### config.mk
export PLATFORM = sky130hd
export DESIGN_NAME = gpio16_port
export DESIGN_NICKNAME = d
export VERILOG_FILES = /design/src/rtl/gpio16_pkg.sv /design/src/rtl/gpio16_sync.sv /design/src/rtl/gpio16_detect.sv /design/src/rtl/gpio16_regs.sv /design/src/rtl/gpio16_port.sv
export SDC_FILE = /design/constraint.sdc
export NUM_CORES = 1
export LEC_CHECK = 0
export ABC_CLOCK_PERIOD_IN_PS = 2600
export BUFFER_PORTS_ARGS = -buffer_cell sky130_fd_sc_hd__buf_2
export CORE_UTILIZATION = 45
export CTS_BUF_LIST = sky130_fd_sc_hd__clkbuf_4 sky130_fd_sc_hd__clkbuf_8
export DETAILED_ROUTE_END_ITERATION = 8
export HOLD_SLACK_MARGIN = 0.12
export PLACE_DENSITY_LB_ADDON = 0.25
export SYNTH_ARGS = -nofsm -noshare
export SYNTH_HDL_FRONTEND = slang
export SYNTH_SLANG_ARGS = --single-unit
### constraint.sdc
create_clock -name clk -period 2.6 [get_ports clk]
set_input_delay 0.52 -clock clk [delete_from_list [all_inputs] [get_ports clk]]
set_output_delay 0.52 -clock clk [all_outputs]
set_load 0.02 [all_outputs]
### src/rtl/gpio16_pkg.sv
package gpio16_pkg;

    localparam int GP_W   = 16;
    localparam int IDX_W  = 3;

    typedef enum logic [IDX_W-1:0] {
        IDX_IN   = 3'd0,
        IDX_OUT  = 3'd1,
        IDX_DIR  = 3'd2,
        IDX_EDGE = 3'd3,
        IDX_MASK = 3'd4,
        IDX_STAT = 3'd5,
        IDX_PINS = 3'd6,
        IDX_NONE = 3'd7
    } reg_idx_e;

    typedef enum logic {
        BUS_IDLE = 1'b0,
        BUS_RESP = 1'b1
    } bus_state_e;

    typedef struct packed {
        logic [GP_W-1:0] out_data;
        logic [GP_W-1:0] dir;
        logic [GP_W-1:0] edge_sel;
        logic [GP_W-1:0] mask;
        logic [GP_W-1:0] pin_en;
    } port_cfg_t;

endpackage

### src/rtl/gpio16_sync.sv
module gpio16_sync #(
    parameter int W = 16
) (
    input  logic         clk,
    input  logic         rst_n,
    input  logic [W-1:0] raw,
    output logic [W-1:0] cur,
    output logic [W-1:0] last
);
    logic [W-1:0] meta_q;
    logic [W-1:0] cur_q;
    logic [W-1:0] last_q;

    always_ff @(posedge clk or negedge rst_n) begin
        if (!rst_n) begin
            meta_q <= '0;
            cur_q  <= '0;
            last_q <= '0;
        end else begin
            meta_q <= raw;
            cur_q  <= meta_q;
            last_q <= cur_q;
        end
    end

    assign cur  = cur_q;
    assign last = last_q;
endmodule

### src/rtl/gpio16_detect.sv
module gpio16_detect #(
    parameter int W = 16
) (
    input  logic [W-1:0] cur,
    input  logic [W-1:0] last,
    input  logic [W-1:0] dir,
    input  logic [W-1:0] edge_sel,
    input  logic [W-1:0] mask,
    output logic [W-1:0] evt
);
    for (genvar i = 0; i < W; i++) begin : g_line
        logic rise;
        logic fall;
        assign rise   = cur[i] & ~last[i];
        assign fall   = ~cur[i] & last[i];
        assign evt[i] = dir[i] & ~mask[i] & (edge_sel[i] ? rise : fall);
    end
endmodule

### src/rtl/gpio16_regs.sv
module gpio16_regs
    import gpio16_pkg::*;
#(
    parameter int W = GP_W
) (
    input  logic       clk,
    input  logic       rst_n,
    input  logic       wr_en,
    input  reg_idx_e   idx,
    input  logic [W-1:0] wdata,
    input  logic [W-1:0] evt,
    input  logic [W-1:0] sample,
    output port_cfg_t  cfg,
    output logic [W-1:0] status,
    output logic [W-1:0] rd_word
);
    port_cfg_t    cfg_q;
    logic [W-1:0] stat_q;
    logic [W-1:0] clr;

    assign clr = (wr_en && idx == IDX_STAT) ? wdata : '0;

    always_ff @(posedge clk or negedge rst_n) begin
        if (!rst_n) begin
            cfg_q  <= '1;
            stat_q <= '0;
        end else begin
            // a new event outranks a clear of the same bit
            stat_q <= (stat_q & ~clr) | evt;
            if (wr_en) begin
                case (idx)
                    IDX_OUT:  cfg_q.out_data <= wdata;
                    IDX_DIR:  cfg_q.dir      <= wdata;
                    IDX_EDGE: cfg_q.edge_sel <= wdata;
                    IDX_MASK: cfg_q.mask     <= wdata;
                    IDX_PINS: cfg_q.pin_en   <= wdata;
                    default:  ;
                endcase
            end
        end
    end

    always_comb begin
        case (idx)
            IDX_IN:   rd_word = sample & cfg_q.pin_en;
            IDX_OUT:  rd_word = cfg_q.out_data;
            IDX_DIR:  rd_word = cfg_q.dir;
            IDX_EDGE: rd_word = cfg_q.edge_sel;
            IDX_MASK: rd_word = cfg_q.mask;
            IDX_STAT: rd_word = stat_q;
            IDX_PINS: rd_word = cfg_q.pin_en;
            default:  rd_word = '0;
        endcase
    end

    assign cfg    = cfg_q;
    assign status = stat_q;
endmodule

### src/rtl/gpio16_port.sv
module gpio16_port
    import gpio16_pkg::*;
#(
    parameter int ADDR_W = 8
) (
    input  logic              clk,
    input  logic              rst_n,
    input  logic              bus_valid,
    input  logic              bus_write,
    input  logic              bus_full,
    input  logic [ADDR_W-1:0] bus_addr,
    input  logic [GP_W-1:0]   bus_wdata,
    output logic [GP_W-1:0]   bus_rdata,
    output logic              bus_rvalid,
    input  logic [GP_W-1:0]   pin_in,
    output logic [GP_W-1:0]   pin_out,
    output logic [GP_W-1:0]   pin_oe,
    output logic              irq
);
    localparam int IDX_LO = 2;
    localparam int IDX_HI = IDX_LO + IDX_W - 1;

    reg_idx_e      idx;
    logic          wr_en;
    logic          rd_req;
    logic [GP_W-1:0] cur;
    logic [GP_W-1:0] last;
    logic [GP_W-1:0] evt;
    logic [GP_W-1:0] status_q;
    logic [GP_W-1:0] rd_word;
    logic [GP_W-1:0] rdata_q;
    port_cfg_t     cfg_q;
    bus_state_e    state_q;
    bus_state_e    state_d;

    always_comb begin
        if (bus_addr[IDX_LO-1:0] == '0 && bus_addr[ADDR_W-1:IDX_HI+1] == '0)
            idx = reg_idx_e'(bus_addr[IDX_HI:IDX_LO]);
        else
            idx = IDX_NONE;
    end

    assign wr_en  = bus_valid & bus_write & bus_full;
    assign rd_req = bus_valid & ~bus_write;

    gpio16_sync #(.W(GP_W)) u_sync (
        .clk  (clk),
        .rst_n(rst_n),
        .raw  (pin_in),
        .cur  (cur),
        .last (last)
    );

    gpio16_detect #(.W(GP_W)) u_detect (
        .cur     (cur),
        .last    (last),
        .dir     (cfg_q.dir),
        .edge_sel(cfg_q.edge_sel),
        .mask    (cfg_q.mask),
        .evt     (evt)
    );

    gpio16_regs #(.W(GP_W)) u_regs (
        .clk    (clk),
        .rst_n  (rst_n),
        .wr_en  (wr_en),
        .idx    (idx),
        .wdata  (bus_wdata),
        .evt    (evt),
        .sample (cur),
        .cfg    (cfg_q),
        .status (status_q),
        .rd_word(rd_word)
    );

    // bus response state machine: next state
    always_comb begin
        state_d = state_q;
        unique case (state_q)
            BUS_IDLE: state_d = rd_req ? BUS_RESP : BUS_IDLE;
            BUS_RESP: state_d = rd_req ? BUS_RESP : BUS_IDLE;
        endcase
    end

    always_ff @(posedge clk or negedge rst_n) begin
        if (!rst_n) begin
            state_q <= BUS_IDLE;
            rdata_q <= '0;
        end else begin
            state_q <= state_d;
            if (rd_req)
                rdata_q <= bus_full ? rd_word : '0;
        end
    end

    // bus response state machine: outputs
    always_comb begin
        bus_rvalid = 1'b0;
        bus_rdata  = '0;
        unique case (state_q)
            BUS_IDLE: ;
            BUS_RESP: begin
                bus_rvalid = 1'b1;
                bus_rdata  = rdata_q;
            end
        endcase
    end

    assign pin_oe  = ~cfg_q.dir;
    assign pin_out = cfg_q.out_data & ~cfg_q.dir;
    assign irq     = |status_q;
endmodule

# Word level (Yosys, flattened, before mapping)
# Index checks and enable logic that the tools add are counted.
# word_totals
regBits,161
input_bits,45
out_inout_bits,50
elab_cells,173
# op_classes
eq_ne,6
reduce_logical,11
n_bitwise,122
muxes,23
# op_table
operator,count
16-bit one-hot mux with 7 select lines,1
1-bit AND,67
1-bit NOT,49
16-bit AND,3
16-bit two-way mux,3
16-bit NOT,2
1-bit two-way mux,18
16-bit bitwise OR,1
16-bit OR reduction,1
2-bit AND reduction,5
3-bit equality test (second input constant),3
3-bit by 2-bit equality test with 1-bit output (second input constant),2
3-bit zero test,2
3-bit by 1-bit equality test with 1-bit output (second input constant),1
3-bit two-way mux,1
1-bit logical AND,2
2-bit zero test,1

# Logic depth before layout (Yosys ltp)
# Gate-level depths: netlist (run 1).
# depth
word_depth,9
ltp_mapped,7
ltp_nobuf,5

# Modules after synthesis
# From an unflattened synthesis (run 1), not the netlist that was laid out.
# hier_totals
hier_cells,603
area_unflattened_um2,7383.3
# modules_own_cells
module,area_per_inst_um2,seq_area_each_um2,cells_per_inst,n_inst
gpio16_regs,4660.7,2502.4,362,1
gpio16_sync,1201.2,1201.2,48,1
gpio16_port,1081.0,425.4,129,1
gpio16_detect,440.4,0.0,64,1

# Least setup slack after synthesis (run 1)
# No wires, ideal clock.
# synth_timing
kind,input -> register
startpoint,input port bus_addr[7]
endpoint,register u_regs.cfg[38] (netlist name)
path_slack_ns,0.434
t_required_ns,2.518
n_path_buf,2
setup_time_ns,0.082
path_stages,6
arrival_ns,2.084
cell_sequence,or4_4 > nor3_4 > and3_1 > buf_4 > buf_6 > mux2_2
# synth_via
elab_chain_len,5
# synth_rtl
item,line,rtl
from (decl),gpio16_port.sv:11,"input logic [ADDR_W-1:0] bus_addr,"
3-bit zero test,gpio16_port.sv:37,if (bus_addr[IDX_LO-1:0] == '0 && bus_addr[ADDR_W-1:IDX_HI+1] == '0)
1-bit logical AND,gpio16_port.sv:37,
3-bit two-way mux,gpio16_port.sv:37,
3-bit by 2-bit equality test with 1-bit output,gpio16_regs.sv:31,case (idx)
2-bit AND reduction (no source line),--,
# No other way between the ends.
# A chain may end at the register's enable or synchronous reset.

# Worst setup path after layout (run 1)
# layout_timing
startpoint,register u_regs.stat_q[2] (netlist: u_regs.status[2])
endpoint,output port irq
# layout_via
elab_chain_len,1
# layout_rtl
item,line,rtl
from (decl),gpio16_regs.sv:18,logic [W-1:0] stat_q;
from (signal assigned),gpio16_regs.sv:29,stat_q <= (stat_q & ~clr) | evt;
16-bit OR reduction,gpio16_port.sv:111,assign irq = |status_q;
to (decl),gpio16_port.sv:18,output logic irq
# No other way between the ends.

==> results.sh, run 1 <==
export IMPL_synth_main_ff_cell="dfrtp_1"
export IMPL_antenna_left=0
export IMPL_finalSetupViolCount=0
export IMPL_grt_max_degree=63
export IMPL_required_ps=2080
export IMPL_hold_viol_final=0
export IMPL_postCtsHoldBufs=1
export IMPL_core_mm2=0.0158
export IMPL_synth_top_area_share=0.288
export IMPL_yosysTopAreaCell="dfstp_2"
export IMPL_grt_pass1_wl_um=30300
export IMPL_synthesis_instances=599
export IMPL_max_cap_viol_count=0
export IMPL_dr_pass1_iters=5
export IMPL_min_period_over_period=0.906
export IMPL_ctsRootBufferMaster="clkbuf_8"
export IMPL_antenna_found_initial=0
export IMPL_place_congestion=0.884
export IMPL_multi_input_area_mm2=0.00293
export IMPL_power_total_mw=4.78
export IMPL_drv_slew=0
export IMPL_rsz0062_at_grt="no"
export IMPL_maxSlewHeadroom=0.279
export IMPL_fin_tns_setup_ps=0
export IMPL_path_clk_slew_ps=90
export IMPL_hp_class="input pin to flop"
export IMPL_grt_pass1_vias=5429
export IMPL_clk_latency_ps=470
export IMPL_synthMostInstantiatedCell="mux2_2"
export IMPL_num_antenna_cells=0
export IMPL_startpoint_type="flop"
export IMPL_syn_num_nets=644
export IMPL_worstReg2RegStart="u_regs.status[12]"
export IMPL_fin_ws_ps=244
export IMPL_vias_per_cell=5.64
export IMPL_cp_max_fo=3
export IMPL_rows=46
export IMPL_crit_type="flop to primary output"
export IMPL_whs_path_depth=1
export IMPL_synth_mux_area_frac=0.150
export IMPL_pre_cts_ws_ps=213
export IMPL_status="finished, final reports clean"
export IMPL_final_area_mm2=0.00851
export IMPL_layout_drive_gt1_share=0.454
export IMPL_routed_wl_um=19000
export IMPL_synth_top_family_by_area="multiplexers"
export IMPL_dieArea_mm2=0.0167
export IMPL_reg2reg_to="rdata_q[12]"
export IMPL_fin_cells=940
export IMPL_ios=95
export IMPL_die_w_um=129
export IMPL_synth_xor_area_share=0
export IMPL_start_util=0.461
export IMPL_synthAdderAreaFrac=0
export IMPL_cts_tree="done"
export IMPL_synthSimpleGateAreaFrac=0.144
export IMPL_synth_commonest_cells="83 x mux2_2, 81 x dfrtp_1, 80 x dfstp_2"
export IMPL_fin_hold_ws_ps=148
export IMPL_htree_levels=4
export IMPL_cts_buffers_inserted=17
export IMPL_arrival_ps=1840
export IMPL_min_period_ps=2360
export IMPL_timing_fmax_mhz=424
export IMPL_yosysUniqueCellTypes=46
export IMPL_clock_sinks=161
export IMPL_drt_iter0_drc=420
export IMPL_grt_ovfl_total=0
export IMPL_skew_ps=15.6
export IMPL_synth_compound_area_frac=0.107
export IMPL_p_leak_nw=3.86
export IMPL_portBuffers=94
export IMPL_layout_nets=756
export IMPL_grt_use_total=0.247
export IMPL_fin_util=0.538
export IMPL_cp_endpoint="irq"
export IMPL_synthArstFlopShare=1.00
export IMPL_end_kind="primary output"
export IMPL_dr_total_vias=5306
export IMPL_yosysSeqAreaShare=0.566
export IMPL_post_drt_wl_per_cell_um=20.2
export IMPL_die_y_um=129
export IMPL_dp_hpwl_um=13200
export IMPL_syn_cell_area_mm2=0.00730
export IMPL_drc_errors=0
export IMPL_p_per_area_mw_per_mm2=562
export IMPL_place_area_mm2=0.00813
export IMPL_ir_worst_vdd_uv=342
export IMPL_cts_resized=0
export IMPL_regToRegSetupSlack_ps=1230
export IMPL_clock_path_buffers=2
export IMPL_ys_ff_latch=161
export IMPL_fill_cells=1379
export IMPL_ff_latch_area_mm2=0.00413
export IMPL_critical_path_startpoint="u_regs.status[2]"
export IMPL_synth_area_leaders="dfstp_2 29%, dfrtp_1 28%, mux2_2 13%"
export IMPL_synth_warnings=0
export IMPL_post_cts_setup_buffers=0
export IMPL_worst_pin_slew_ps=1080
export IMPL_rr_worst_depth=3
export IMPL_syn_area_per_cell_um2=12.2
export IMPL_areaGrowthSynthToFinish_pct=16.7
export IMPL_synth_edf_count=0
export IMPL_place_inst=906
## state kept, by name, indices dropped and copies added, names as in the netlist
name and count:
u_regs.cfg 80, u_sync.meta_q 16, u_sync.last 16, state_q 1
rdata_q 16, u_sync.cur 16, u_regs.status 16
## cells in the final DEF, fill, tap and decap left out, types with 3 or more instances in the layout
cell	count
nor2_1	22
dfrtp_1	81
and3b_1	16
clkinv_4	4
inv_1	20
buf_4	29
and3_1	3
mux2_2	83
a211o_1	4
inv_6	4
nor2b_1	19
buf_2	93
clkbuf_8	18
nand4_1	18
nor4bb_1	4
nand2_1	24
a21oi_1	36
nor4_1	4
a221o_1	5
and4b_1	3
o21ai_0	15
nand3b_1	7
and2_1	18
o22ai_1	4
nor3b_1	5
a221oi_1	10
nor3_1	18
clkinvlp_4	3
o211ai_1	3
a31oi_1	5
a41oi_1	4
a21o_1	16
dfstp_2	80
mux2i_1	16
a22o_1	5
## where the power goes
group | switching (mW) | internal [mW]
registers | 0.0773 | 2.61
clock network | 0.974 | 0.708
logic | 0.260 | 0.154
total | 1.31 | 3.47
## metal layers
| metal | vias up | wire length, µm | GRT usage |
|---|---|---|---|
| li1 | 2422 | - | - |
| met1 | 2658 | 8490 | 0.334 |
| met2 | 195 | 8840 | 0.384 |
| met3 | 31 | 1240 | 0.0504 |
| met4 | 0 | 450 | 0.111 |
| met5 | - | 0 | 0 |
## worst min path at each step
| stage | end | slack [ps] | from |
|---|---|---|---|
| 2_1_floorplan | rdata_q[0] | 220 | rst_n |
| 5_1_grt | u_sync.meta_q[0] | 120 | pin_in[0] |
| 3_5_place_dp | u_sync.cur[3] | 340 | u_sync.meta_q[3] |
| 6_report | u_sync.meta_q[0] | 150 | pin_in[0] |
| 3_3_place_gp | u_sync.cur[9] | 330 | u_sync.meta_q[9] |
| 4_1_cts | u_sync.meta_q[0] | 120 | pin_in[0] |
## kinds of logic after synthesis
| family | count (synthesis) |
|---|---|
| AOI/OAI and AO/OA | 115 |
| buffers and inverters | 54 |
| DFF | 161 |
| muxes | 99 |
| and+or+nand+nor | 170 |
## worst max-delay path: stages, from the launching register on
cell,delay (ps)
dfrtp_1,430
nor4_1,500
nand4_1,220
buf_2,210
## cell type report
cell class	instances	area share
clock inverters	13	0.0121
multi-input cells	384	0.344
repair buffers	127	0.0886
well taps	216	0.0318
flip-flops and latches	161	0.485
clock buffers	19	0.0300
inverters	20	0.00882
Power figures use the tool's default switching activity.
==> run 2: changes to the inputs <==
--- a/config.mk
+++ b/config.mk
@@ -5,7 +5,7 @@
 export SDC_FILE = /design/constraint.sdc
 export NUM_CORES = 1
 export LEC_CHECK = 0
-export ABC_CLOCK_PERIOD_IN_PS = 2600
+export ABC_CLOCK_PERIOD_IN_PS = 2400
 export BUFFER_PORTS_ARGS = -buffer_cell sky130_fd_sc_hd__buf_2
 export CORE_UTILIZATION = 45
 export CTS_BUF_LIST = sky130_fd_sc_hd__clkbuf_4 sky130_fd_sc_hd__clkbuf_8
==> constraint.sdc (replaced) <==
create_clock -name clk -period 2.4 [get_ports clk]
set_input_delay 0.48 -clock clk [delete_from_list [all_inputs] [get_ports clk]]
set_output_delay 0.48 -clock clk [all_outputs]
set_load 0.02 [all_outputs]
==> run 2 against run 1 <==
Flip-flop and latch count stayed put. Combinational power grew 16%. Sequential power grew 8.2%. Global-route usage decreased by 0.36 points. Power grew 11%. Design area increased by 3.0%. Utilization increased by 1.6 points. Largest cell class unchanged. Sequential share of layout area shrank 1.4 points. Routed wire length barely moved. Largest power group unchanged.
==> results.sh, run 2 (synthesis gave the netlist of run 1 again) <==
export IMPL_dr_total_vias=5422
export IMPL_grt_use_total=0.243
export IMPL_portBuffers=94
export IMPL_fill_cells=1356
export IMPL_num_antenna_cells=0
export IMPL_dr_pass1_iters=5
export IMPL_grt_pass1_vias=5551
export IMPL_path_clk_slew_ps=90
export IMPL_max_cap_viol_count=0
export IMPL_min_period_ps=2290
export IMPL_die_y_um=129
export IMPL_rr_worst_depth=3
export IMPL_whs_path_depth=2
export IMPL_hold_viol_final=0
export IMPL_ios=95
export IMPL_dieArea_mm2=0.0167
export IMPL_post_cts_setup_buffers=0
export IMPL_critical_path_startpoint="u_regs.status[6]"
export IMPL_finalSetupViolCount=0
export IMPL_worstReg2RegStart="u_regs.status[12]"
export IMPL_start_util=0.461
export IMPL_grt_pass1_wl_um=30000
export IMPL_layout_drive_gt1_share=0.452
export IMPL_arrival_ps=1810
export IMPL_core_mm2=0.0158
export IMPL_drv_slew=0
export IMPL_regToRegSetupSlack_ps=1070
export IMPL_routed_wl_um=19000
export IMPL_power_total_mw=5.30
export IMPL_drc_errors=0
export IMPL_worst_pin_slew_ps=1110
export IMPL_cp_max_fo=3
export IMPL_skew_ps=9.69
export IMPL_rows=46
export IMPL_clk_latency_ps=460
export IMPL_status="finished, final reports clean"
export IMPL_p_leak_nw=3.96
export IMPL_ff_latch_area_mm2=0.00413
export IMPL_clock_sinks=161
export IMPL_min_from="bus_wdata[15]"
export IMPL_fin_hold_ws_ps=338
export IMPL_reg2reg_to="rdata_q[12]"
export IMPL_timing_fmax_mhz=436
export IMPL_die_w_um=129
export IMPL_areaGrowthSynthToFinish_pct=20.1
export IMPL_dp_hpwl_um=13200
export IMPL_ir_worst_vdd_uv=436
export IMPL_end_kind="primary output"
export IMPL_multi_input_area_mm2=0.00293
export IMPL_layout_nets=779
export IMPL_post_drt_wl_per_cell_um=19.7
export IMPL_mostFrequentLayoutCell="buf_2"
export IMPL_hp_class="input pin to flop"
export IMPL_final_cell_mix="93 x buf_2, 83 x mux2_2, 81 x dfrtp_1, 80 x dfstp_2"
export IMPL_grt_max_degree=56
export IMPL_largest_reg_flops=80
export IMPL_antenna_left=0
export IMPL_maxSlewHeadroom=0.256
export IMPL_rsz0062_at_grt="no"
export IMPL_startpoint_type="flop"
export IMPL_final_area_mm2=0.00876
export IMPL_fin_tns_setup_ps=0
export IMPL_min_period_over_period=0.955
export IMPL_grt_ovfl_total=0
export IMPL_required_ps=1920
export IMPL_min_to="u_regs.cfg[31]"
export IMPL_antenna_found_initial=0
export IMPL_place_area_mm2=0.00821
export IMPL_htree_levels=4
export IMPL_ctsRootBufferMaster="clkbuf_8"
export IMPL_p_per_area_mw_per_mm2=605
export IMPL_place_congestion=0.925
export IMPL_vias_per_cell=5.63
export IMPL_cts_buffers_inserted=17
export IMPL_crit_type="flop to primary output"
export IMPL_clock_path_buffers=2
export IMPL_cts_tree="done"
export IMPL_drt_iter0_drc=337
run 2: power breakdown:
group	internal, mW	leakage (nW)	switching [mW]	total (mW)
Combinational	0.196	1.95	0.286	0.482
Sequential	2.83	1.83	0.0836	2.91
Clock	0.859	0.178	1.05	1.91
run 2: layer usage:
metal,wire (µm),vias up,part of all wire,track usage
met5,0,-,0,0
met4,280,0,0.015,0.0720
met3,1180,22,0.062,0.0640
met2,9020,195,0.47,0.386
met1,8520,2740,0.45,0.327
li1,-,2465,-,-
run 2: how the worst max path moves through the flow:
stage | endpoint | slack [ps]
floorplan | u_regs.cfg[38] | 270
global placement | rdata_q[10] | 120
detailed placement | u_regs.cfg[10] | 60
CTS | irq | 100
global route | irq | 50
finish | irq | 110
run 2: final cells by class:
cell class | instances | area share
Sequential cell | 161 | 0.471
Multi-Input combinational cell | 384 | 0.335
Timing Repair Buffer | 150 | 0.112
Tap cell | 216 | 0.0308
Clock buffer | 19 | 0.0284
Clock inverter | 13 | 0.0150
Inverter | 20 | 0.00857
run 2: repair_timing:
item | in CTS | in global routing
setup endpoints to repair | 0 | 1
endpoints found under the hold margin | 49 | 0
gates resized for setup | 0 | 1
hold buffers | 17 | 0
run 2: metrics by stage:
step	setup slack [ps]	util	cells
floorplan	274	-	599
global placement	117	0.518	914
detailed placement	64.9	0.518	914
CTS	101	0.553	963
global route	48.6	0.554	963
finish	108	0.554	963
run 2: worst max-delay path, stage by stage, from the launching register on:
cell and delay (ps):
dfrtp_1 440, nor4_1 470, nand4_1 230, buf_2 220
==> run 3: changes to the inputs <==
--- a/config.mk
+++ b/config.mk
@@ -7,9 +7,11 @@
 export LEC_CHECK = 0
 export ABC_CLOCK_PERIOD_IN_PS = 2400
 export BUFFER_PORTS_ARGS = -buffer_cell sky130_fd_sc_hd__buf_2
+export CORE_ASPECT_RATIO = 0.8
 export CORE_UTILIZATION = 45
 export CTS_BUF_LIST = sky130_fd_sc_hd__clkbuf_4 sky130_fd_sc_hd__clkbuf_8
 export DETAILED_ROUTE_END_ITERATION = 8
+export GPL_ROUTABILITY_DRIVEN = 0
 export HOLD_SLACK_MARGIN = 0.12
 export PLACE_DENSITY_LB_ADDON = 0.25
 export SYNTH_ARGS = -nofsm -noshare
==> run 3 against run 2 <==
Via count barely moved. Combinational power decreased by 4%. Utilization up 0.33 points. Design area rose by 0.43%. Clock skew down 1.9 ps. Routed wire length is 1.7% higher. Cell count is 0.93% lower. Largest power group unchanged.
==> results.sh, run 3 (synthesis gave the netlist of run 1 again) <==
export IMPL_portBuffers=94
export IMPL_regToRegSetupSlack_ps=980
export IMPL_clock_path_buffers=2
export IMPL_mostFrequentLayoutCell="buf_2"
export IMPL_htree_levels=4
export IMPL_areaGrowthSynthToFinish_pct=20.6
export IMPL_ios=95
export IMPL_dp_hpwl_um=13300
export IMPL_timing_fmax_mhz=461
export IMPL_fin_hold_ws_ps=329
export IMPL_vias_per_cell=5.69
export IMPL_rr_worst_depth=4
export IMPL_layout_nets=771
export IMPL_drt_iter0_drc=279
export IMPL_postCtsHoldBufs=17
export IMPL_fin_cells=954
export IMPL_hp_class="input pin to flop"
export IMPL_rows=41
export IMPL_grt_ovfl_total=0
export IMPL_min_from="bus_wdata[8]"
export IMPL_post_drt_wl_per_cell_um=20.3
export IMPL_rsz0062_at_grt="no"
export IMPL_cts_tree="done"
export IMPL_antenna_left=0
export IMPL_maxSlewHeadroom=0.324
export IMPL_cts_resized=0
export IMPL_grt_pass1_wl_um=30400
export IMPL_p_leak_nw=3.99
export IMPL_place_inst=905
export IMPL_largest_reg_flops=80
export IMPL_antenna_found_initial=0
export IMPL_finalSetupViolCount=0
export IMPL_layout_drive_gt1_share=0.445
export IMPL_reg2reg_to="rdata_q[10]"
export IMPL_path_clk_slew_ps=90
export IMPL_post_cts_setup_buffers=0
export IMPL_ir_worst_vdd_uv=332
export IMPL_die_y_um=116
export IMPL_max_cap_viol_count=0
export IMPL_fin_tns_setup_ps=0
export IMPL_skew_ps=7.76
export IMPL_drv_slew=0
export IMPL_cp_max_fo=3
export IMPL_p_per_area_mw_per_mm2=656
export IMPL_min_period_over_period=0.903
export IMPL_final_cell_mix="93 x buf_2, 83 x mux2_2, 81 x dfrtp_1, 80 x dfstp_2, 36 x a21oi_1"
export IMPL_clock_sinks=161
export IMPL_grt_use_total=0.248
export IMPL_required_ps=1920
export IMPL_grt_max_degree=62
export IMPL_crit_type="flop to primary output"
export IMPL_dr_pass1_iters=5
export IMPL_startpoint_type="flop"
export IMPL_dieArea_mm2=0.0167
export IMPL_ctsRootBufferMaster="clkbuf_8"
export IMPL_num_antenna_cells=0
export IMPL_final_area_mm2=0.00880
export IMPL_dr_total_vias=5424
export IMPL_worstReg2RegStart="u_regs.status[10]"
export IMPL_drc_errors=0
export IMPL_worst_pin_slew_ps=1010
export IMPL_routed_wl_um=19300
export IMPL_grt_pass1_vias=5409
export IMPL_die_w_um=144
export IMPL_start_util=0.462
export IMPL_hold_viol_final=0
export IMPL_whs_path_depth=2
export IMPL_status="finished, final reports clean"
export IMPL_cts_buffers_inserted=17
export IMPL_critical_path_startpoint="u_regs.status[14]"
export IMPL_place_area_mm2=0.00815
export IMPL_end_kind="primary output"
export IMPL_clk_latency_ps=460
export IMPL_cp_endpoint="irq"
export IMPL_min_period_ps=2170
export IMPL_core_mm2=0.0158
export IMPL_fin_util=0.557
export IMPL_arrival_ps=1690
==> run 3: changes by cell type in the layout (fill, tap and decap cells not counted), sizes merged <==
cell,before,now
buf,133,125
clkinvlp,5,3
bufinv,1,6
clkbuf,19,22
clkinv,4,1
inv,23,20
==> run 3: worst max-delay path, stage by stage (launching register included) <==
cell and delay, ps:
dfrtp_1 410, nor4_1 430, nand4_1 190, buf_2 200
==> run 3: final cells by class <==
class | count | area, µm²
Tap cell | 215 | 269
Inverter | 20 | 75.1
Timing Repair Buffer | 142 | 917
Clock inverter | 10 | 208
Multi-Input combinational cell | 384 | 2930
Clock buffer | 22 | 278
Sequential cell | 161 | 4130
Fill cell | 1382 | 7000
==> run 3: layer usage <==
| metal | vias up | GRT usage | share of wire | routed length, µm |
|---|---|---|---|---|
| met5 | - | 0 | 0 | 0 |
| met4 | 0 | 0.0758 | 0.014 | 270 |
| met3 | 21 | 0.0612 | 0.078 | 1510 |
| met2 | 219 | 0.382 | 0.45 | 8690 |
| met1 | 2739 | 0.347 | 0.46 | 8850 |
| li1 | 2445 | - | - | - |
==> run 3: through the flow <==
stage	setup WS (ps)	power, mW
after global routing	64.2	6.00
final	233	5.77
after global placement	151	3.39
after floorplan	274	3.15
after CTS	145	5.82
after detailed placement	80.7	3.40
==> run 3: power breakdown <==
part / internal [mW] / switching (mW)
Sequential: 2.83 / 0.0845
Combinational: 0.184 / 0.280
Clock: 1.41 / 0.976
==> run 3: worst min path at each step <==
stage,slack [ps],endpoint
6_report,330,u_regs.cfg[56]
3_5_place_dp,330,u_sync.cur[3]
5_1_grt,300,u_regs.cfg[14]
3_3_place_gp,330,u_sync.cur[3]
2_1_floorplan,180,rdata_q[0]
4_1_cts,310,u_regs.cfg[56]
